## src/rtl/cf_pkg.sv

```systemverilog
package cf_pkg;
   typedef enum logic [1:0] {
      MODE_NONE  = 2'd0,
      MODE_ALLOW = 2'd1,
      MODE_DENY  = 2'd2
   } cf_mode_e;
endpackage

```

## src/rtl/cf_range_table.sv

```systemverilog
module cf_range_table
   import cf_pkg::*;
#(
   parameter int ADDR_W    = 32,
   parameter int N_ENTRIES = 8,
   localparam int FILL_W   = $clog2(N_ENTRIES + 1)
) (
   input  logic                             clk,
   input  logic                             rst,
   input  logic                             cfg_clear,
   input  logic                             cfg_valid,
   input  logic                             cfg_noncache,
   input  logic [ADDR_W-1:0]                cfg_start,
   input  logic [ADDR_W-1:0]                cfg_end,
   output cf_mode_e                         mode,
   output logic [FILL_W-1:0]                fill,
   output logic [N_ENTRIES-1:0]             ent_valid,
   output logic [N_ENTRIES-1:0][ADDR_W-1:0] ent_lo,
   output logic [N_ENTRIES-1:0][ADDR_W-1:0] ent_hi,
   output logic                             err_order,
   output logic                             err_mix,
   output logic                             err_full
);
   logic bad_order, bad_mix, is_full, take;

   assign bad_order = cfg_start > cfg_end;
   assign bad_mix   = ((mode == MODE_ALLOW) && cfg_noncache) ||
                      ((mode == MODE_DENY) && !cfg_noncache);
   assign is_full   = fill == FILL_W'(N_ENTRIES);
   assign take      = cfg_valid && !bad_order && !bad_mix && !is_full;

   always_ff @(posedge clk) begin
      if (rst || cfg_clear) begin
         mode      <= MODE_NONE;
         fill      <= '0;
         ent_valid <= '0;
         ent_lo    <= '0;
         ent_hi    <= '0;
         err_order <= 1'b0;
         err_mix   <= 1'b0;
         err_full  <= 1'b0;
      end else begin
         err_order <= cfg_valid && bad_order;
         err_mix   <= cfg_valid && bad_mix;
         err_full  <= cfg_valid && is_full;
         if (take) begin
            for (int i = 0; i < N_ENTRIES; i++) begin
               if (fill == FILL_W'(i)) begin
                  ent_valid[i] <= 1'b1;
                  ent_lo[i]    <= cfg_start;
                  ent_hi[i]    <= cfg_end;
               end
            end
            fill <= fill + FILL_W'(1);
            mode <= cfg_noncache ? MODE_DENY : MODE_ALLOW;
         end
      end
   end
endmodule

```

## src/rtl/cf_match.sv

```systemverilog
module cf_match #(
   parameter int ADDR_W    = 32,
   parameter int N_ENTRIES = 8
) (
   input  logic [N_ENTRIES-1:0]             ent_valid,
   input  logic [N_ENTRIES-1:0][ADDR_W-1:0] ent_lo,
   input  logic [N_ENTRIES-1:0][ADDR_W-1:0] ent_hi,
   input  logic [ADDR_W-1:0]                acc_lo,
   input  logic [ADDR_W-1:0]                acc_hi,
   output logic                             any_hit
);
   logic [N_ENTRIES-1:0] hit_v;

   for (genvar i = 0; i < N_ENTRIES; i++) begin : g_cmp
      assign hit_v[i] = ent_valid[i] && !((acc_hi < ent_lo[i]) || (acc_lo > ent_hi[i]));
   end

   assign any_hit = |hit_v;
endmodule

```

## src/rtl/cf_block_seq.sv

```systemverilog
module cf_block_seq #(
   parameter int BLK_W    = 28,
   parameter int CNT_W    = 64,
   parameter bit SATURATE = 1'b0
) (
   input  logic             clk,
   input  logic             rst,
   input  logic             start,
   input  logic             write_in,
   input  logic             bypass_in,
   input  logic [BLK_W-1:0] first_blk,
   input  logic [BLK_W-1:0] last_blk,
   output logic             busy,
   output logic             vrd_valid,
   output logic             vrd_bypass,
   output logic             vrd_write,
   output logic [BLK_W-1:0] vrd_block,
   output logic [CNT_W-1:0] rd_cnt,
   output logic [CNT_W-1:0] wr_cnt
);
   logic [BLK_W-1:0] cur_q, last_q;
   logic             byp_q, wr_q;
   logic [CNT_W-1:0] rd_next, wr_next;
   logic             step_byp, step_wr, step;

   if (SATURATE) begin : g_sat
      assign rd_next = (&rd_cnt) ? rd_cnt : rd_cnt + CNT_W'(1);
      assign wr_next = (&wr_cnt) ? wr_cnt : wr_cnt + CNT_W'(1);
   end else begin : g_wrap
      assign rd_next = rd_cnt + CNT_W'(1);
      assign wr_next = wr_cnt + CNT_W'(1);
   end

   assign step     = start || busy;
   assign step_byp = start ? bypass_in : byp_q;
   assign step_wr  = start ? write_in : wr_q;

   always_ff @(posedge clk) begin
      if (rst) begin
         busy       <= 1'b0;
         vrd_valid  <= 1'b0;
         vrd_bypass <= 1'b0;
         vrd_write  <= 1'b0;
         vrd_block  <= '0;
         cur_q      <= '0;
         last_q     <= '0;
         byp_q      <= 1'b0;
         wr_q       <= 1'b0;
         rd_cnt     <= '0;
         wr_cnt     <= '0;
      end else begin
         vrd_valid <= step;
         if (start) begin
            vrd_block <= first_blk;
            cur_q     <= first_blk + BLK_W'(1);
            last_q    <= last_blk;
            byp_q     <= bypass_in;
            wr_q      <= write_in;
            busy      <= first_blk != last_blk;
         end else if (busy) begin
            vrd_block <= cur_q;
            cur_q     <= cur_q + BLK_W'(1);
            busy      <= cur_q != last_q;
         end
         if (step) begin
            vrd_bypass <= step_byp;
            vrd_write  <= step_wr;
            if (step_byp && step_wr)  wr_cnt <= wr_next;
            if (step_byp && !step_wr) rd_cnt <= rd_next;
         end
      end
   end
endmodule

```

## src/rtl/cacheability_filter.sv

```systemverilog
module cacheability_filter
   import cf_pkg::*;
#(
   parameter int ADDR_W     = 32,
   parameter int SIZE_W     = 8,
   parameter int LINE_BYTES = 16,
   parameter int N_ENTRIES  = 8,
   parameter int CNT_W      = 64,
   parameter bit CNT_SAT    = 1'b0
) (
   input  logic                                  clk,
   input  logic                                  rst,
   input  logic                                  cfg_clear,
   input  logic                                  cfg_valid,
   input  logic                                  cfg_noncache,
   input  logic [ADDR_W-1:0]                     cfg_start,
   input  logic [ADDR_W-1:0]                     cfg_end,
   input  logic                                  req_valid,
   output logic                                  req_ready,
   input  logic                                  req_write,
   input  logic [ADDR_W-1:0]                     req_addr,
   input  logic [SIZE_W-1:0]                     req_size,
   output logic                                  vrd_valid,
   output logic                                  vrd_bypass,
   output logic                                  vrd_write,
   output logic [ADDR_W-$clog2(LINE_BYTES)-1:0]  vrd_block,
   output logic [CNT_W-1:0]                      rd_bypass_cnt,
   output logic [CNT_W-1:0]                      wr_bypass_cnt,
   output logic                                  err_order,
   output logic                                  err_mix,
   output logic                                  err_full
);
   localparam int LINE_SHIFT = $clog2(LINE_BYTES);
   localparam int BLK_W      = ADDR_W - LINE_SHIFT;
   localparam int FILL_W     = $clog2(N_ENTRIES + 1);

   initial begin
      assert (LINE_BYTES >= 1 && (1 << LINE_SHIFT) == LINE_BYTES)
         else $error("LINE_BYTES must be a power of two");
      assert (N_ENTRIES >= 1) else $error("N_ENTRIES must be at least 1");
      assert (SIZE_W < ADDR_W && LINE_SHIFT < ADDR_W)
         else $error("SIZE_W and line size must fit inside ADDR_W");
      assert (CNT_W >= 1) else $error("CNT_W must be at least 1");
   end

   cf_mode_e                         mode_q;
   logic [FILL_W-1:0]                fill_q;
   logic [N_ENTRIES-1:0]             ent_valid;
   logic [N_ENTRIES-1:0][ADDR_W-1:0] ent_lo, ent_hi;
   logic [ADDR_W-1:0]                acc_lo, acc_hi;
   logic                             any_hit, bypass, accept, busy;

   cf_range_table #(.ADDR_W(ADDR_W), .N_ENTRIES(N_ENTRIES)) u_table (
      .clk          (clk),
      .rst          (rst),
      .cfg_clear    (cfg_clear),
      .cfg_valid    (cfg_valid),
      .cfg_noncache (cfg_noncache),
      .cfg_start    (cfg_start),
      .cfg_end      (cfg_end),
      .mode         (mode_q),
      .fill         (fill_q),
      .ent_valid    (ent_valid),
      .ent_lo       (ent_lo),
      .ent_hi       (ent_hi),
      .err_order    (err_order),
      .err_mix      (err_mix),
      .err_full     (err_full)
   );

   assign acc_lo = req_addr;
   assign acc_hi = req_addr + ADDR_W'(req_size) - ADDR_W'(1);

   cf_match #(.ADDR_W(ADDR_W), .N_ENTRIES(N_ENTRIES)) u_match (
      .ent_valid (ent_valid),
      .ent_lo    (ent_lo),
      .ent_hi    (ent_hi),
      .acc_lo    (acc_lo),
      .acc_hi    (acc_hi),
      .any_hit   (any_hit)
   );

   always_comb begin
      unique case (mode_q)
         MODE_ALLOW: bypass = !any_hit;
         MODE_DENY:  bypass = any_hit;
         default:    bypass = 1'b0;
      endcase
   end

   assign req_ready = !busy;
   assign accept    = req_valid && !busy;

   cf_block_seq #(.BLK_W(BLK_W), .CNT_W(CNT_W), .SATURATE(CNT_SAT)) u_seq (
      .clk        (clk),
      .rst        (rst),
      .start      (accept),
      .write_in   (req_write),
      .bypass_in  (bypass),
      .first_blk  (acc_lo[ADDR_W-1:LINE_SHIFT]),
      .last_blk   (acc_hi[ADDR_W-1:LINE_SHIFT]),
      .busy       (busy),
      .vrd_valid  (vrd_valid),
      .vrd_bypass (vrd_bypass),
      .vrd_write  (vrd_write),
      .vrd_block  (vrd_block),
      .rd_cnt     (rd_bypass_cnt),
      .wr_cnt     (wr_bypass_cnt)
   );
endmodule

```

## config.mk

```make
export PLATFORM = sky130hd
export DESIGN_NAME = cacheability_filter
export DESIGN_NICKNAME = d
export VERILOG_FILES = /design/src/rtl/cf_pkg.sv /design/src/rtl/cf_range_table.sv /design/src/rtl/cf_match.sv /design/src/rtl/cf_block_seq.sv /design/src/rtl/cacheability_filter.sv
export SDC_FILE = /design/constraint.sdc
export NUM_CORES = 2
export LEC_CHECK = 0
export BUFFER_PORTS_ARGS = -buffer_cell sky130_fd_sc_hd__buf_4
export CORE_AREA = 2 2 259 261
export DETAILED_ROUTE_END_ITERATION = 6
export DIE_AREA = 0 0 261 263
export PLACE_DENSITY = 0.86
export SYNTH_ARGS = -nofsm -noshare
export SYNTH_HDL_FRONTEND = slang
export SYNTH_HIERARCHICAL = 1
export SYNTH_SLANG_ARGS = --single-unit
export TNS_END_PERCENT = 5
```

## constraint.sdc

```tcl
create_clock -name clk -period 22.8 [get_ports clk]
set_input_delay 3.42 -clock clk [delete_from_list [all_inputs] [get_ports clk]]
set_output_delay 3.42 -clock clk [all_outputs]
set_load 0.05 [all_outputs]
```

---- Yosys cells after proc, flatten, opt, wreduce, memory -nomap -nowiden ----
Index checks and enable logic that the tools add are counted.
storage, ports and cells
  register bits ........................... 747
  input port bits ......................... 111
  output and inout bits ................... 163
  word-level logic and storage cells ...... 144
cells by class
  $add $sub $neg .......................... 7
  $lt $le $gt $ge ......................... 17
  equality and inequality tests ........... 12
  mux-type cells .......................... 10
  reduce and logical (&&, ||, !) cells .... 58
operators by type and width
  cell                                                 count
  greater-than comparator 32 bit                       9
  < comparator 32 bit                                  8
  adder 64 x 1 -> 64 bit (second input constant)       2
  2-to-1 mux 28 bit                                    4
  adder 28 x 1 -> 28 bit (second input constant)       2
  != test 28 bit                                       2
  adder 32 x 8 -> 32 bit                               1
  subtractor 32 x 1 -> 32 bit (second input constant)  1
  AND reduction 2 bit                                  10
  logical AND 1 bit                                    19
  == test 4 x 3 -> 1 bit (second input constant)       4
  logical NOT 1 bit                                    15
  logical OR 1 bit                                     11
  == test 4 x 2 -> 1 bit (second input constant)       2
  OR reduction 8 bit                                   1
  adder 4 x 1 -> 4 bit (second input constant)         1
  == test 4 x 1 -> 1 bit (second input constant)       1
  == test 4 bit (second input constant)                1
  logical NOT 4 bit                                    1
  2-to-1 mux 1 bit                                     4
  == test 2 x 1 -> 1 bit (second input constant)       1
  == test 2 bit (second input constant)                1
  2-to-1 mux 2 bit                                     1
  one-hot mux 1 bit (2 select lines)                   1
  nonzero test 2 bit                                   1

---- Depth between registers and ports, before layout ----
  depth after elaboration ................. 12
  mapped depth ............................ 30
  depth with buffers taken out ............ 29

---- By module ----
Netlist, hierarchy kept.
by module, submodules not included
  module               instances  cells each  area an instance (µm²)  seq. area each (µm²)
  cf_range_table       1          1,986       18,168.7                10,590.2
  cf_match             1          1,773       12,607.1                0.0
  cf_block_seq         1          1,352       11,108.2                4,364.2
  cacheability_filter  1          302         2,023.2                 0.0

---- Worst setup path after synthesis ----
No wires, ideal clock.
  kind .................................... input to register
  from .................................... input port req_addr[1]
  to ...................................... register u_seq.rd_cnt[58]
  library setup time ...................... 0.128 ns
  arrival time ............................ 9.527 ns
  data required time ...................... 22.672 ns
  path slack .............................. 13.145 ns
  cell stages on the path ................. 29
  buffers on the path ..................... 1
  path through ............................ inv_1 ha_1 inv_1 ha_1 fa_1 a211oi_2 o21bai_1 a211o_1 a21oi_1 o21ai_1 xor2_1 ha_1 a21oi_1 o21ai_0 a2111oi_0 nand3_1 a31oi_1 a21oi_1 a2111oi_1 o211ai_1 nand2b_1 o21ai_0 nand3b_1 a21boi_1 nand2_1 clkbuf_1 nor4_1 xnor2_1 nor2_1
between the ends
  cells in the longest elaborated chain, start to end .. 12
  elaborated cells between the ends (all ways) .. 48
  classes of those cells .................. 2 x add/sub; 16 x order compare; 2 x mux; 28 x reduce/logical
ends and longest elaborated chain
  item                                    RTL line                   text
  start: declaration                      cacheability_filter.sv:21  input logic [ADDR_W-1:0] req_addr,
  adder 32 x 8 -> 32 bit (*)              cacheability_filter.sv:72  assign acc_hi = req_addr + ADDR_W'(req_size) - ADDR_W'(1);
  subtractor 32 x 1 -> 32 bit (*)         cacheability_filter.sv:72
  named net acc_hi[19]                    cacheability_filter.sv:50  logic [ADDR_W-1:0] acc_lo, acc_hi;
  < comparator 32 bit                     cf_match.sv:15             assign hit_v[i] = ent_valid[i] && !((acc_hi < ent_lo[i]) || (acc_lo > ent_hi[i]));
  logical OR 1 bit                        cf_match.sv:15
  logical NOT 1 bit                       cf_match.sv:15
  logical AND 1 bit                       cf_match.sv:15
  OR reduction 8 bit (*)                  cf_match.sv:18             assign any_hit = |hit_v;
  named net any_hit                       cacheability_filter.sv:51  logic any_hit, bypass, accept, busy;
  logical NOT 1 bit                       cacheability_filter.sv:85  MODE_ALLOW: bypass = !any_hit;
  one-hot mux 1 bit (2 select lines) (*)  cacheability_filter.sv:84  unique case (mode_q)
  named net bypass                        cacheability_filter.sv:51
  2-to-1 mux 1 bit (*)                    cf_block_seq.sv:35         assign step_byp = start ? bypass_in : byp_q;
  logical AND 1 bit (*)                   cf_block_seq.sv:69         if (step_byp && !step_wr) rd_cnt <= rd_next;
  AND reduction 2 bit (no line) (*)       -
  end signal: assignment                  cf_block_seq.sv:69
  end: declaration                        cf_block_seq.sv:18         output logic [CNT_W-1:0] rd_cnt,
The timed path passes the listed nets; every way through them passes the cells marked *.
A chain may end at the register's enable or synchronous reset.

---- Final worst setup path ----
  from .................................... input port req_addr[1]
  to ...................................... register u_seq.wr_cnt[63]
between the ends
  cells in the longest elaborated chain, start to end .. 12
  elaborated cells between the ends (all ways) .. 48
  classes of those cells .................. 2 x add/sub; 16 x order compare; 2 x mux; 28 x reduce/logical
ends and longest elaborated chain
  item                                    RTL line                   text
  adder 32 x 8 -> 32 bit (*)              cacheability_filter.sv:72
  subtractor 32 x 1 -> 32 bit (*)         cacheability_filter.sv:72
  named net acc_hi[19]                    cacheability_filter.sv:50
  < comparator 32 bit                     cf_match.sv:15
  logical OR 1 bit                        cf_match.sv:15
  logical NOT 1 bit                       cf_match.sv:15
  logical AND 1 bit                       cf_match.sv:15
  OR reduction 8 bit (*)                  cf_match.sv:18
  named net any_hit                       cacheability_filter.sv:51
  logical NOT 1 bit                       cacheability_filter.sv:85
  one-hot mux 1 bit (2 select lines) (*)  cacheability_filter.sv:84
  named net bypass                        cacheability_filter.sv:51
  2-to-1 mux 1 bit (*)                    cf_block_seq.sv:35
  logical AND 1 bit (*)                   cf_block_seq.sv:68         if (step_byp && step_wr) wr_cnt <= wr_next;
  AND reduction 2 bit (no line) (*)       -
  end signal: assignment                  cf_block_seq.sv:68
  end: declaration                        cf_block_seq.sv:19         output logic [CNT_W-1:0] wr_cnt
Marked as above.

==> results.rst <==
.. list-table::
   :header-rows: 1

   * - Metric
     - Value
   * - Summed instance area of the synthesized netlist
     - 43,900 µm²
   * - Inserted Clock Buffers
     - 79
   * - Via count
     - 40.9k
   * - Top post-synthesis cells by area
     - sky130_fd_sc_hd__dfxtp_1 (34%), sky130_fd_sc_hd__ha_1 (17%), sky130_fd_sc_hd__nand3_1 (7.3%), sky130_fd_sc_hd__o21ai_0 (6.3%), sky130_fd_sc_hd__inv_1 (5.5%)
   * - Post-place setup slack
     - roughly 11 ns
   * - Hold EP
     - u_table/ent_lo[82]$_SDFFE_PP0P_
   * - Die Span X
     - 261 µm
   * - Detailed placement HPWL
     - 95,400 µm
   * - Clk root buf
     - sky130_fd_sc_hd__clkbuf_16
   * - Endpoint arrival time on the critical path
     - 12.03 ns
   * - DRT iter0 DRCs
     - 4,370
   * - Power per cell area
     - between 60 and 70 nW/µm²
   * - Leakage power total
     - between 15 and 20 nW
   * - DIE AREA
     - 68,600 µm²
   * - Final net count
     - 6,236
   * - Worst path most repeated cell
     - sky130_fd_sc_hd__a21oi_1
   * - Fin area
     - 48,900 µm²
   * - Setup Skew
     - 0.0251 ns
   * - Yosys top cell area share
     - 0.341
   * - Die H
     - 263 µm
   * - Number of antenna diodes
     - 0
   * - Placement row count
     - 94
   * - Worst-path clk slew
     - 0.06 ns
   * - Final critical-path share of the clock period
     - 0.504
   * - Critical path peak fanout
     - 18
   * - Final Power
     - 3.41 mW
   * - Depth of the most critical reg-to-reg path
     - 18
   * - Fraction of the yosys area taken by sequential cells
     - 0.341
   * - Worst Hold Launch
     - u_table/ent_lo[82]$_SDFFE_PP0P_
   * - Time the final worst path needs with I/O delays and setup
     - 11.49 ns
   * - Post-detailed-route via-to-cell ratio
     - roughly 6.3
   * - Dominant synthesized flop cell
     - sky130_fd_sc_hd__dfxtp_1
   * - End-of-flow core utilization
     - 0.745
   * - Critical R2R Launch
     - u_table/ent_hi[206]$_SDFFE_PP0P_
   * - Buffers added on ports
     - 273
   * - Final Hold Violating Endpoints
     - 0
   * - Wire length reported by the detailed router
     - 134,000 µm
   * - Setup TNS
     - 0 ns
   * - Final Worst Setup Slack
     - 11.31 ns
   * - Actual transition at the worst max-transition pin
     - 1.29 ns
   * - Library cell contributing the largest single delay on the critical path
     - sky130_fd_sc_hd__xor2_1
   * - H-tree level count
     - 3
   * - Total gr overflow
     - 0
   * - RSZ-0062 raised after global routing
     - false
   * - Post-DR wirelength/cell
     - a little over 20 µm
   * - Critical register-to-register path endpoint
     - u_seq/wr_cnt[63]$_SDFFE_PP0P_
   * - Starting density of the core
     - 0.669
   * - List of most frequent post-synthesis cells
     - sky130_fd_sc_hd__dfxtp_1 (747), sky130_fd_sc_hd__inv_1 (639), sky130_fd_sc_hd__nand3_1 (639)
   * - Slew headroom
     - 0.137
   * - Total core area
     - around 66,000 µm²
   * - Number of gates resized after cts
     - 0
   * - Type of the most critical hold path
     - flop to flop
   * - Hold buffer count at cts
     - 0
   * - Avg Inst Size Synth
     - 8.11 µm²
   * - Wire length of the first global-routing pass
     - roughly 210,000 µm
   * - Finished Layout Cells
     - between 6k and 7k
   * - Final routed DRC violation total
     - 0
   * - Placed standard-cell area
     - 46,200 µm²
   * - IR drop worst, VDD
     - 0.0623 mV
   * - Via count of the first global-routing pass
     - around 38k
   * - Post-synthesis net count
     - 6,106
   * - Number of distinct library cell variants in the gate-level netlist after synthesis
     - 95
   * - Growth of design area from synthesis to finish
     - 11.4%
   * - Count of placed standard cells including taps
     - between 6k and 7k
   * - Cell type contributing the most total cell area after synthesis
     - sky130_fd_sc_hd__dfxtp_1
   * - Most frequent cell after synthesis
     - sky130_fd_sc_hd__dfxtp_1
   * - Data required, critical path
     - 23.34 ns
   * - Dominant delay contributor by cell family on the critical path
     - compound AO/OA/AOI/OAI gates
   * - Synth warnings
     - 6
   * - Overall track demand over capacity in global routing
     - 0.378
   * - Critical path startpoint
     - req_addr[1]
   * - EDFF count, synth
     - 0
   * - Number of optimization iterations in the first detailed-route pass
     - 7
   * - Number of top-level pins
     - 274
   * - Count of cells along the worst hold path
     - 2
   * - Run status
     - finished clean
   * - Fraction of layout cells with a size suffix above 1
     - 0.0901
   * - Startpoint kind of the worst setup timing path
     - primary input
   * - Number of antenna violations at the first check in global routing
     - 3
   * - Skew-Pair Late Insertion Delay
     - roughly 0.64 ns
   * - Number of pins exceeding their max-slew limit in the final report
     - 0
   * - Async S/R FF share, synth
     - 0
   * - Worst slack on hold paths
     - between 0.4 and 0.5 ns
   * - Clock sink total
     - 747
   * - Crit path kind
     - primary input to flop
   * - Max frequency
     - 87.1 MHz
   * - Clock buffer depth
     - 3
   * - Max-cap violations
     - 0
   * - Worst reg2reg setup slack
     - 16.35 ns
   * - Worst Path Buf+Inv
     - 3
   * - Count of endpoints failing setup in the final report
     - 0
   * - Delay of the slowest cell on the worst path
     - 0.90 ns
   * - Cell count after synthesis
     - 5,413
   * - Maximum number of pins on one net before global-route repair
     - 224
   * - Sort of element at the end of the critical path
     - flop
   * - Post-CTS setup buffer count
     - 0
   * - #FFs+latches synth
     - 747
   * - Number of nets with antenna violations after routing
     - 0
   * - Clock tree from TritonCTS
     - yes
   * - GP Congestion
     - 0.981
## power breakdown
group | leakage, nW | switching [mW] | internal (mW)
clock network | 1.32 | 0.551 | 0.793
registers | 6.04 | 0.0187 | 1.33
logic | 10.9 | 0.460 | 0.264
## flip-flops by register name, summed over array words and instances, names as in the netlist, 4 cells and up
register and count:
u_table/ent_hi 256, u_table/ent_lo 256, u_seq/rd_cnt 64, u_seq/wr_cnt 64
u_seq/cur_q 28, u_seq/last_q 28, u_seq/vrd_block 28, u_table/ent_valid 8
u_table/fill 4
## cell families after synthesis
family / after synthesis / share of synthesized area
and+or+nand+nor: 1680 / 0.191
AOI/OAI and AO/OA: 1203 / 0.159
buffers and inverters: 911 / 0.0833
DFF: 747 / 0.341
adders and majority gates: 582 / 0.166
xor gates and xnor gates: 222 / 0.0443
muxes: 68 / 0.0156
## cell type report
| type | count | area (µm²) |
|---|---|---|
| Multi-Input combinational cell | 3755 | 25300 |
| Inverter | 640 | 2400 |
| Timing Repair Buffer | 320 | 2420 |
| Fill cell | 4871 | 16700 |
| Sequential cell | 747 | 15000 |
| Clock buffer | 115 | 2380 |
| Clock inverter | 28 | 322 |
| Tap cell | 864 | 1080 |
## metal layers
layer / global-route usage / share of wire
met1: 0.460 / 0.38
met2: 0.597 / 0.44
met3: 0.0892 / 0.10
met4: 0.243 / 0.072
met5: 0 / 0.00015
## placed cells by master, fill, tap and decap left out, types with 80 or more instances in the layout
cell	synthesis	layout
sky130_fd_sc_hd__a21o_1	80	80
sky130_fd_sc_hd__a21oi_1	276	276
sky130_fd_sc_hd__buf_4	1	318
sky130_fd_sc_hd__clkbuf_16	0	84
sky130_fd_sc_hd__dfxtp_1	747	746
sky130_fd_sc_hd__ha_1	581	581
sky130_fd_sc_hd__inv_1	639	639
sky130_fd_sc_hd__nand2_1	284	284
sky130_fd_sc_hd__nand3_1	639	639
sky130_fd_sc_hd__nand4_1	157	157
sky130_fd_sc_hd__nor2_1	291	290
sky130_fd_sc_hd__o21ai_0	554	554
sky130_fd_sc_hd__xnor2_1	151	150
## how the worst max path moves through the flow
stage / to / depth (start not counted)
detailed placement: u_seq/wr_cnt[63]$_SDFFE_PP0P_ / 29
floorplan: u_seq/rd_cnt[58]$_SDFFE_PP0P_ / 29
CTS: u_seq/wr_cnt[63]$_SDFFE_PP0P_ / 29
global placement: u_seq/wr_cnt[63]$_SDFFE_PP0P_ / 29
global route: u_seq/rd_cnt[62]$_SDFFE_PP0P_ / 29
finish: u_seq/wr_cnt[63]$_SDFFE_PP0P_ / 29
## tightest hold or removal path, stage by stage (launching register included)
cell and delay (ns):
sky130_fd_sc_hd__dfxtp_1 0.31, sky130_fd_sc_hd__nand3_1 0.06, sky130_fd_sc_hd__o21ai_1 0.05
No activity file was read; power rests on OpenSTA's default activity.
